===== src/rtl/sertx_pkg.sv =====
package sertx_pkg;

    localparam int OVS    = 16;   // ticks per bit
    localparam int SUB_W  = 6;    // holds up to 32 ticks
    localparam int CHAR_W = 8;

    typedef enum logic [1:0] {
        PAR_NONE = 2'd0,
        PAR_EVEN = 2'd1,
        PAR_ODD  = 2'd2,
        PAR_RSVD = 2'd3
    } par_e;

    typedef enum logic [1:0] {
        STOP_ONE      = 2'd0,
        STOP_ONE_HALF = 2'd1,
        STOP_TWO      = 2'd2,
        STOP_RSVD     = 2'd3
    } stop_e;

    typedef enum logic [2:0] {
        ST_IDLE,
        ST_START,
        ST_DATA,
        ST_PAR,
        ST_STOP
    } state_e;

    typedef struct packed {
        logic  len8;
        par_e  par;
        stop_e stop;
    } fmt_t;

    // Number of ticks the stop period lasts.
    function automatic logic [SUB_W-1:0] stop_ticks(stop_e s);
        case (s)
            STOP_ONE:      stop_ticks = SUB_W'(OVS);
            STOP_ONE_HALF: stop_ticks = SUB_W'(OVS + OVS / 2);
            default:       stop_ticks = SUB_W'(2 * OVS);
        endcase
    endfunction

    function automatic logic has_parity(par_e p);
        has_parity = (p == PAR_EVEN) || (p == PAR_ODD);
    endfunction

    // Parity bit over the character bits that are actually sent.
    function automatic logic parity_bit(logic [CHAR_W-1:0] d, logic len8, par_e p);
        logic ones_odd;
        ones_odd   = ^{(len8 ? d[CHAR_W-1] : 1'b0), d[CHAR_W-2:0]};
        parity_bit = (p == PAR_ODD) ? ~ones_odd : ones_odd;
    endfunction

endpackage


===== src/rtl/sertx_baud.sv =====
module sertx_baud #(
    parameter int DIV_W = 16
) (
    input  logic             clk,
    input  logic             rst,
    input  logic             en_i,
    input  logic [DIV_W-1:0] div_i,
    output logic             tick_o
);
    logic [DIV_W-1:0] cnt_q;
    logic [DIV_W-1:0] lim;

    always_comb begin
        lim    = (div_i == '0) ? '0 : div_i - 1'b1;
        tick_o = en_i && (cnt_q == lim);
    end

    always_ff @(posedge clk) begin
        if (rst || !en_i) begin
            cnt_q <= '0;
        end else if (tick_o) begin
            cnt_q <= '0;
        end else begin
            cnt_q <= cnt_q + 1'b1;
        end
    end
endmodule


===== src/rtl/sertx_framer.sv =====
module sertx_framer
    import sertx_pkg::*;
#(
    parameter int DIV_W = 16
) (
    input  logic              clk,
    input  logic              rst,
    input  logic              tick_i,
    input  logic [CHAR_W-1:0] data_i,
    input  logic              valid_i,
    input  fmt_t              fmt_i,
    input  logic [DIV_W-1:0]  div_i,
    output logic              ready_o,
    output logic              busy_o,
    output logic [DIV_W-1:0]  div_o,
    output logic              txd_o
);
    localparam int IDX_W = $clog2(CHAR_W);

    state_e             state_q;
    fmt_t               fmt_q;
    logic [DIV_W-1:0]   div_q;
    logic [CHAR_W-1:0]  sh_q;
    logic               par_q;
    logic [SUB_W-1:0]   sub_q;
    logic [IDX_W-1:0]   idx_q;

    logic [SUB_W-1:0]   last_sub;
    logic [IDX_W-1:0]   last_idx;
    logic               bit_end;
    logic               accept;

    always_comb begin
        last_sub = (state_q == ST_STOP) ? stop_ticks(fmt_q.stop) - 1'b1
                                        : SUB_W'(OVS - 1);
        last_idx = fmt_q.len8 ? IDX_W'(CHAR_W - 1) : IDX_W'(CHAR_W - 2);
        bit_end  = tick_i && (sub_q == last_sub);
        ready_o  = (state_q == ST_IDLE) || ((state_q == ST_STOP) && bit_end);
        accept   = valid_i && ready_o;
        busy_o   = (state_q != ST_IDLE);
        div_o    = div_q;
    end

    always_comb begin
        case (state_q)
            ST_START: txd_o = 1'b0;
            ST_DATA:  txd_o = sh_q[0];
            ST_PAR:   txd_o = par_q;
            default:  txd_o = 1'b1;
        endcase
    end

    always_ff @(posedge clk) begin
        if (rst) begin
            state_q <= ST_IDLE;
            fmt_q   <= '{len8: 1'b1, par: PAR_NONE, stop: STOP_ONE};
            div_q   <= '0;
            sh_q    <= '0;
            par_q   <= 1'b0;
            sub_q   <= '0;
            idx_q   <= '0;
        end else if (accept) begin
            state_q <= ST_START;
            fmt_q   <= fmt_i;
            div_q   <= div_i;
            sh_q    <= data_i;
            par_q   <= parity_bit(data_i, fmt_i.len8, fmt_i.par);
            sub_q   <= '0;
            idx_q   <= '0;
        end else if (busy_o && tick_i) begin
            if (!bit_end) begin
                sub_q <= sub_q + 1'b1;
            end else begin
                sub_q <= '0;
                case (state_q)
                    ST_START: state_q <= ST_DATA;
                    ST_DATA: begin
                        sh_q  <= sh_q >> 1;
                        idx_q <= idx_q + 1'b1;
                        if (idx_q == last_idx) begin
                            state_q <= has_parity(fmt_q.par) ? ST_PAR : ST_STOP;
                        end
                    end
                    ST_PAR:  state_q <= ST_STOP;
                    default: state_q <= ST_IDLE;
                endcase
            end
        end
    end
endmodule


===== src/rtl/sertx_top.sv =====
module sertx_top
    import sertx_pkg::*;
#(
    parameter int DIV_W = 16
) (
    input  logic              clk,
    input  logic              rst,
    input  logic [DIV_W-1:0]  cfg_div_i,
    input  logic              cfg_len8_i,
    input  logic [1:0]        cfg_par_i,
    input  logic [1:0]        cfg_stop_i,
    input  logic [CHAR_W-1:0] in_data_i,
    input  logic              in_valid_i,
    output logic              in_ready_o,
    output logic              txd_o
);
    fmt_t             fmt_w;
    logic             tick_w;
    logic             busy_w;
    logic [DIV_W-1:0] div_w;

    always_comb begin
        fmt_w.len8 = cfg_len8_i;
        fmt_w.par  = par_e'(cfg_par_i);
        fmt_w.stop = stop_e'(cfg_stop_i);
    end

    sertx_baud #(.DIV_W(DIV_W)) baud_i (
        .clk    (clk),
        .rst    (rst),
        .en_i   (busy_w),
        .div_i  (div_w),
        .tick_o (tick_w)
    );

    sertx_framer #(.DIV_W(DIV_W)) framer_i (
        .clk     (clk),
        .rst     (rst),
        .tick_i  (tick_w),
        .data_i  (in_data_i),
        .valid_i (in_valid_i),
        .fmt_i   (fmt_w),
        .div_i   (cfg_div_i),
        .ready_o (in_ready_o),
        .busy_o  (busy_w),
        .div_o   (div_w),
        .txd_o   (txd_o)
    );
endmodule


===== config.mk =====
export PLATFORM = sky130hd
export DESIGN_NAME = sertx_top
export DESIGN_NICKNAME = d
export VERILOG_FILES = /design/src/rtl/sertx_pkg.sv /design/src/rtl/sertx_baud.sv /design/src/rtl/sertx_framer.sv /design/src/rtl/sertx_top.sv
export SDC_FILE = /design/constraint.sdc
export NUM_CORES = 1
export LEC_CHECK = 0
export ABC_AREA = 1
export ABC_CLOCK_PERIOD_IN_PS = 7300
export BUFFER_PORTS_ARGS = -buffer_cell sky130_fd_sc_hd__clkbuf_2
export CORE_ASPECT_RATIO = 1.2
export CORE_MARGIN = 2
export CORE_UTILIZATION = 42
export DETAILED_ROUTE_END_ITERATION = 12
export MAX_ROUTING_LAYER = met4
export SYNTH_ARGS = -nofsm -noshare
export SYNTH_HDL_FRONTEND = slang
export SYNTH_SLANG_ARGS = --single-unit

===== constraint.sdc =====
create_clock -name clk -period 7.3 [get_ports clk]
set_clock_uncertainty 0.2 [all_clocks]
set_input_delay 1.095 -clock clk [delete_from_list [all_inputs] [get_ports clk]]
set_output_delay 1.095 -clock clk [all_outputs]
set_load 0.005 [all_outputs]

==> impl_results.md <==
- Num ports: 34
- Total number of H-tree levels: 3
- Syn Nets: 592
- Final core utilization: 47.5%
- Detailed-route via count: 3,561
- Number of warning messages in the yosys log: 0
- Post-CTS setup buffer count: 0
- Relative slew slack: 54.4%
- Initial core utilization: 42.8%
- Maximum fanout count along the critical path: 31
- First-pass GRT wire length: 15,700 µm
- First-pass DRT Iterations: 4
- Area taken by multi-input logic gates: 2140 µm²
- Wire length on met3: 309 µm
- Maximum number of pins on one net before global-route repair: 42
- Worst setup startpoint: framer_i.div_o[0]$_SDFFE_PP0P_
- Final total power: 0.814 mW
- Cts repair resizes: 0
- Max cap viols: 0
- Synth Area per Inst: 6.56 µm²
- Most frequently used flop master after synthesis: sky130_fd_sc_hd__dfxtp_1
- Final Hold Viols: 0
- Beginning of the worst register-to-register path: framer_i.div_o[0]$_SDFFE_PP0P_
- Cells traversed along the worst timing path: inv_1 > ha_1 > nand2_2 > nor2_2 > nand2_2 > nand3_1 > nand3_1 > nor2_1 > nand3_1 > nor2_4 > nand3_4 > a21oi_4 > clkbuf_2
- Sequential Area: 1160 µm²
- Vias/cell: 5.04
- Placeable Area: 8520 µm²
- Number of port buffers: 33
- Top Metal Used: met4
- Count of routing violations after the opening detailed-route iteration: 190
- Antenna violations before repair: 0
- CTS tree: done
- Cell Rows: 37
- Kind of path behind the tightest hold check: reg2reg
- Top post-synthesis cells by area: sky130_fd_sc_hd__dfxtp_1, sky130_fd_sc_hd__nand2_1, sky130_fd_sc_hd__nand3_1
- Aggregate routed wire length: 9240 µm
- Total routing resource utilization after global routing: 22.0%
- Number of global-route vias before repair: 3,404
- Number of synthesized flops with an enable pin: 0
- Most common cell in the netlist: sky130_fd_sc_hd__nand2_1
- Power density of the placed cells: 201 nW/µm²
- Slew at the pin with the worst max-slew slack: 0.684 ns
- Worst path arrival time: 3.27 ns
- Share of the yosys chip area belonging to registers: 31.8%
- P&R area growth vs syn: 10.9%
- Ratio of final minimum period to clock period: 62.5%
- Routed wirelength normalized by instance count: 13.1 µm
- Setup slack, reg-to-reg: 3.78 ns
- Library cells used by synthesis: 36
- Largest area contributor in the synthesized netlist: sky130_fd_sc_hd__dfxtp_1
- Startpoint type of the worst setup path: flip-flop
- Inserted Clock Buffers: 9
- Share of final-layout standard cells stronger than drive strength 1: 13.8%
- Post-Synthesis Cell Area: 3650 µm²
- Filler Cells Inserted: 948
- CTS Buffer Depth: 2
- Placed wire-length estimate after detailed placement: 6900 µm
- Met2 Wirelength: 4670 µm
- Number of instances in the synthesized netlist: 556
- Net count reported at finish: 620
- Final weighted congestion in routability-driven placement: 0.836
- Capture instance of the worst register-to-register path: framer_i.idx_q[2]$_SDFFE_PP0P_
- Skew-Pair Late Insertion Delay: 0.36 ns
- Leakage power: 1.70 nW
- Result of the run: complete, no violations
- Worst Path Required: 6.00 ns
- Summed negative setup slack over all endpoints: 0 ns
- DRC violations left: 0
- List of most frequent post-synthesis cells: sky130_fd_sc_hd__nand2_1, sky130_fd_sc_hd__nand3_1, sky130_fd_sc_hd__inv_1, sky130_fd_sc_hd__dfxtp_1, sky130_fd_sc_hd__nor2_1
- Maximum VDD drop: 0.104 mV
- Count of nets left with antenna violations after detail routing: 0
- Largest incremental delay on the critical path: 0.55 ns
- Standard cell with the maximum stage delay on the critical path: sky130_fd_sc_hd__a21oi_4
- Inserted Diodes: 0
- Fmax: 0.219 GHz
- Clk sinks: 58
- FFs w/ async S/R, synth: 0%
- Root Buffer Master: sky130_fd_sc_hd__clkbuf_8
- Final setup violation count: 0
- Horiz. Die Dim: 89.1 µm
- Die Outline Area: 9450 µm²
- Clock transition at the register clock pins on the worst setup and hold paths after CTS: 0.07 ns
- Vertical die dimension: 106 µm
- Critical Setup Path Class: reg2out
- Unrepaired setup endpoints after global routing: no
- Element type at the critical path end: output port
- Critical Path Most Common Cell: sky130_fd_sc_hd__nand3_1
- Gr ovfl total: 0
- Final worst path period need: 4.56 ns
- Setup crit end: in_ready_o
- Metal-1 WL: 4060 µm
- Flip-flop and latch count after synthesis: 58
- # hold bufs at CTS: 0
- Post-synth top area share: 31.8%
- Cell depth of the worst flop-to-flop path: 15
- Number of slew-limit violations in the final report: 0
flip-flops by register name (all words and copies together) (netlist names):
signal            count
framer_i.state_q      3
framer_i.idx_q        3
baud_i.cnt_q         16
framer_i.sub_q        6
framer_i.div_o       16
framer_i.fmt_q        5
framer_i.sh_q         8
framer_i.par_q        1
cell type report:
cell class	count	area share (%)
Multi-Input combinational cell	417	52.9
Clock buffer	10	3.40
Clock inverter	6	1.21
Tap cell	117	3.62
Timing Repair Buffer	34	4.26
Sequential cell	58	28.7
Inverter	64	5.93
worst max-delay path: cells and delay by family, from the launching register on:
kind | cells | cell delay [ns]
AND/OR/NAND/NOR | 9 | 1.37
buffers and inverters | 2 | 0.38
AO/OA/AOI/OAI | 1 | 0.55
flip-flops | 1 | 0.32
adder cells (fa/ha/maj) | 1 | 0.27
cells in the final DEF, fill, tap and decap left out, drive strengths merged:
master / count
xor2: 17
nor3b: 2
dfxtp: 58
clkinv: 2
ha: 4
inv: 65
nor4: 1
nor3: 10
o31ai: 1
a21oi: 44
o21ai: 8
nand3: 85
nand4: 23
a31oi: 1
xnor2: 6
nor2: 60
nand3b: 1
and2: 2
o21bai: 4
or2: 2
nand2: 146
buf: 1
clkbuf: 43
clkinvlp: 3
logic make-up after synthesis:
kind of cell | Yosys count | share of synthesized area, %
flops | 58 | 31.8
simple gates | 332 | 42.7
buf+inv | 81 | 9.50
xor+xnor | 23 | 5.52
compound gates | 58 | 9.05
fa+ha+maj | 4 | 1.37
metrics by stage:
step                hold slack (ns)  setup slack, ns  area [µm²]  instances
floorplan                     0.230             3.94        3650        556
detailed placement            0.258             3.09        3860        690
global route                  0.291             2.46        4050        706
global placement              0.249             3.20        3860        690
finish                        0.265             2.74        4050        706
CTS                           0.274             2.71        4050        706
layer usage:
layer,track usage [%],vias up
met5,-,-
met2,36.6,51
met3,3.49,16
met4,9.49,0
li1,-,1868
met1,25.9,1626
report_power, final:
part | leakage [nW] | internal, mW | total [mW] | switching [mW]
logic | 1.15 | 0.0667 | 0.188 | 0.122
clock network | 0.0855 | 0.135 | 0.285 | 0.150
registers | 0.473 | 0.329 | 0.341 | 0.0120
how the worst min path moves through the flow:
stage,endpoint,depth (start not counted),slack (ns),start
5_1_grt,baud_i.cnt_q[0]$_SDFF_PP0_,1,0.29,baud_i.cnt_q[0]$_SDFF_PP0_
2_1_floorplan,baud_i.cnt_q[0]$_SDFF_PP0_,1,0.23,baud_i.cnt_q[0]$_SDFF_PP0_
6_report,baud_i.cnt_q[0]$_SDFF_PP0_,1,0.27,baud_i.cnt_q[0]$_SDFF_PP0_
4_1_cts,baud_i.cnt_q[0]$_SDFF_PP0_,1,0.27,baud_i.cnt_q[0]$_SDFF_PP0_
3_3_place_gp,baud_i.cnt_q[0]$_SDFF_PP0_,1,0.25,baud_i.cnt_q[0]$_SDFF_PP0_
3_5_place_dp,baud_i.cnt_q[0]$_SDFF_PP0_,1,0.26,baud_i.cnt_q[0]$_SDFF_PP0_
(Power assumes the default switching activity.)
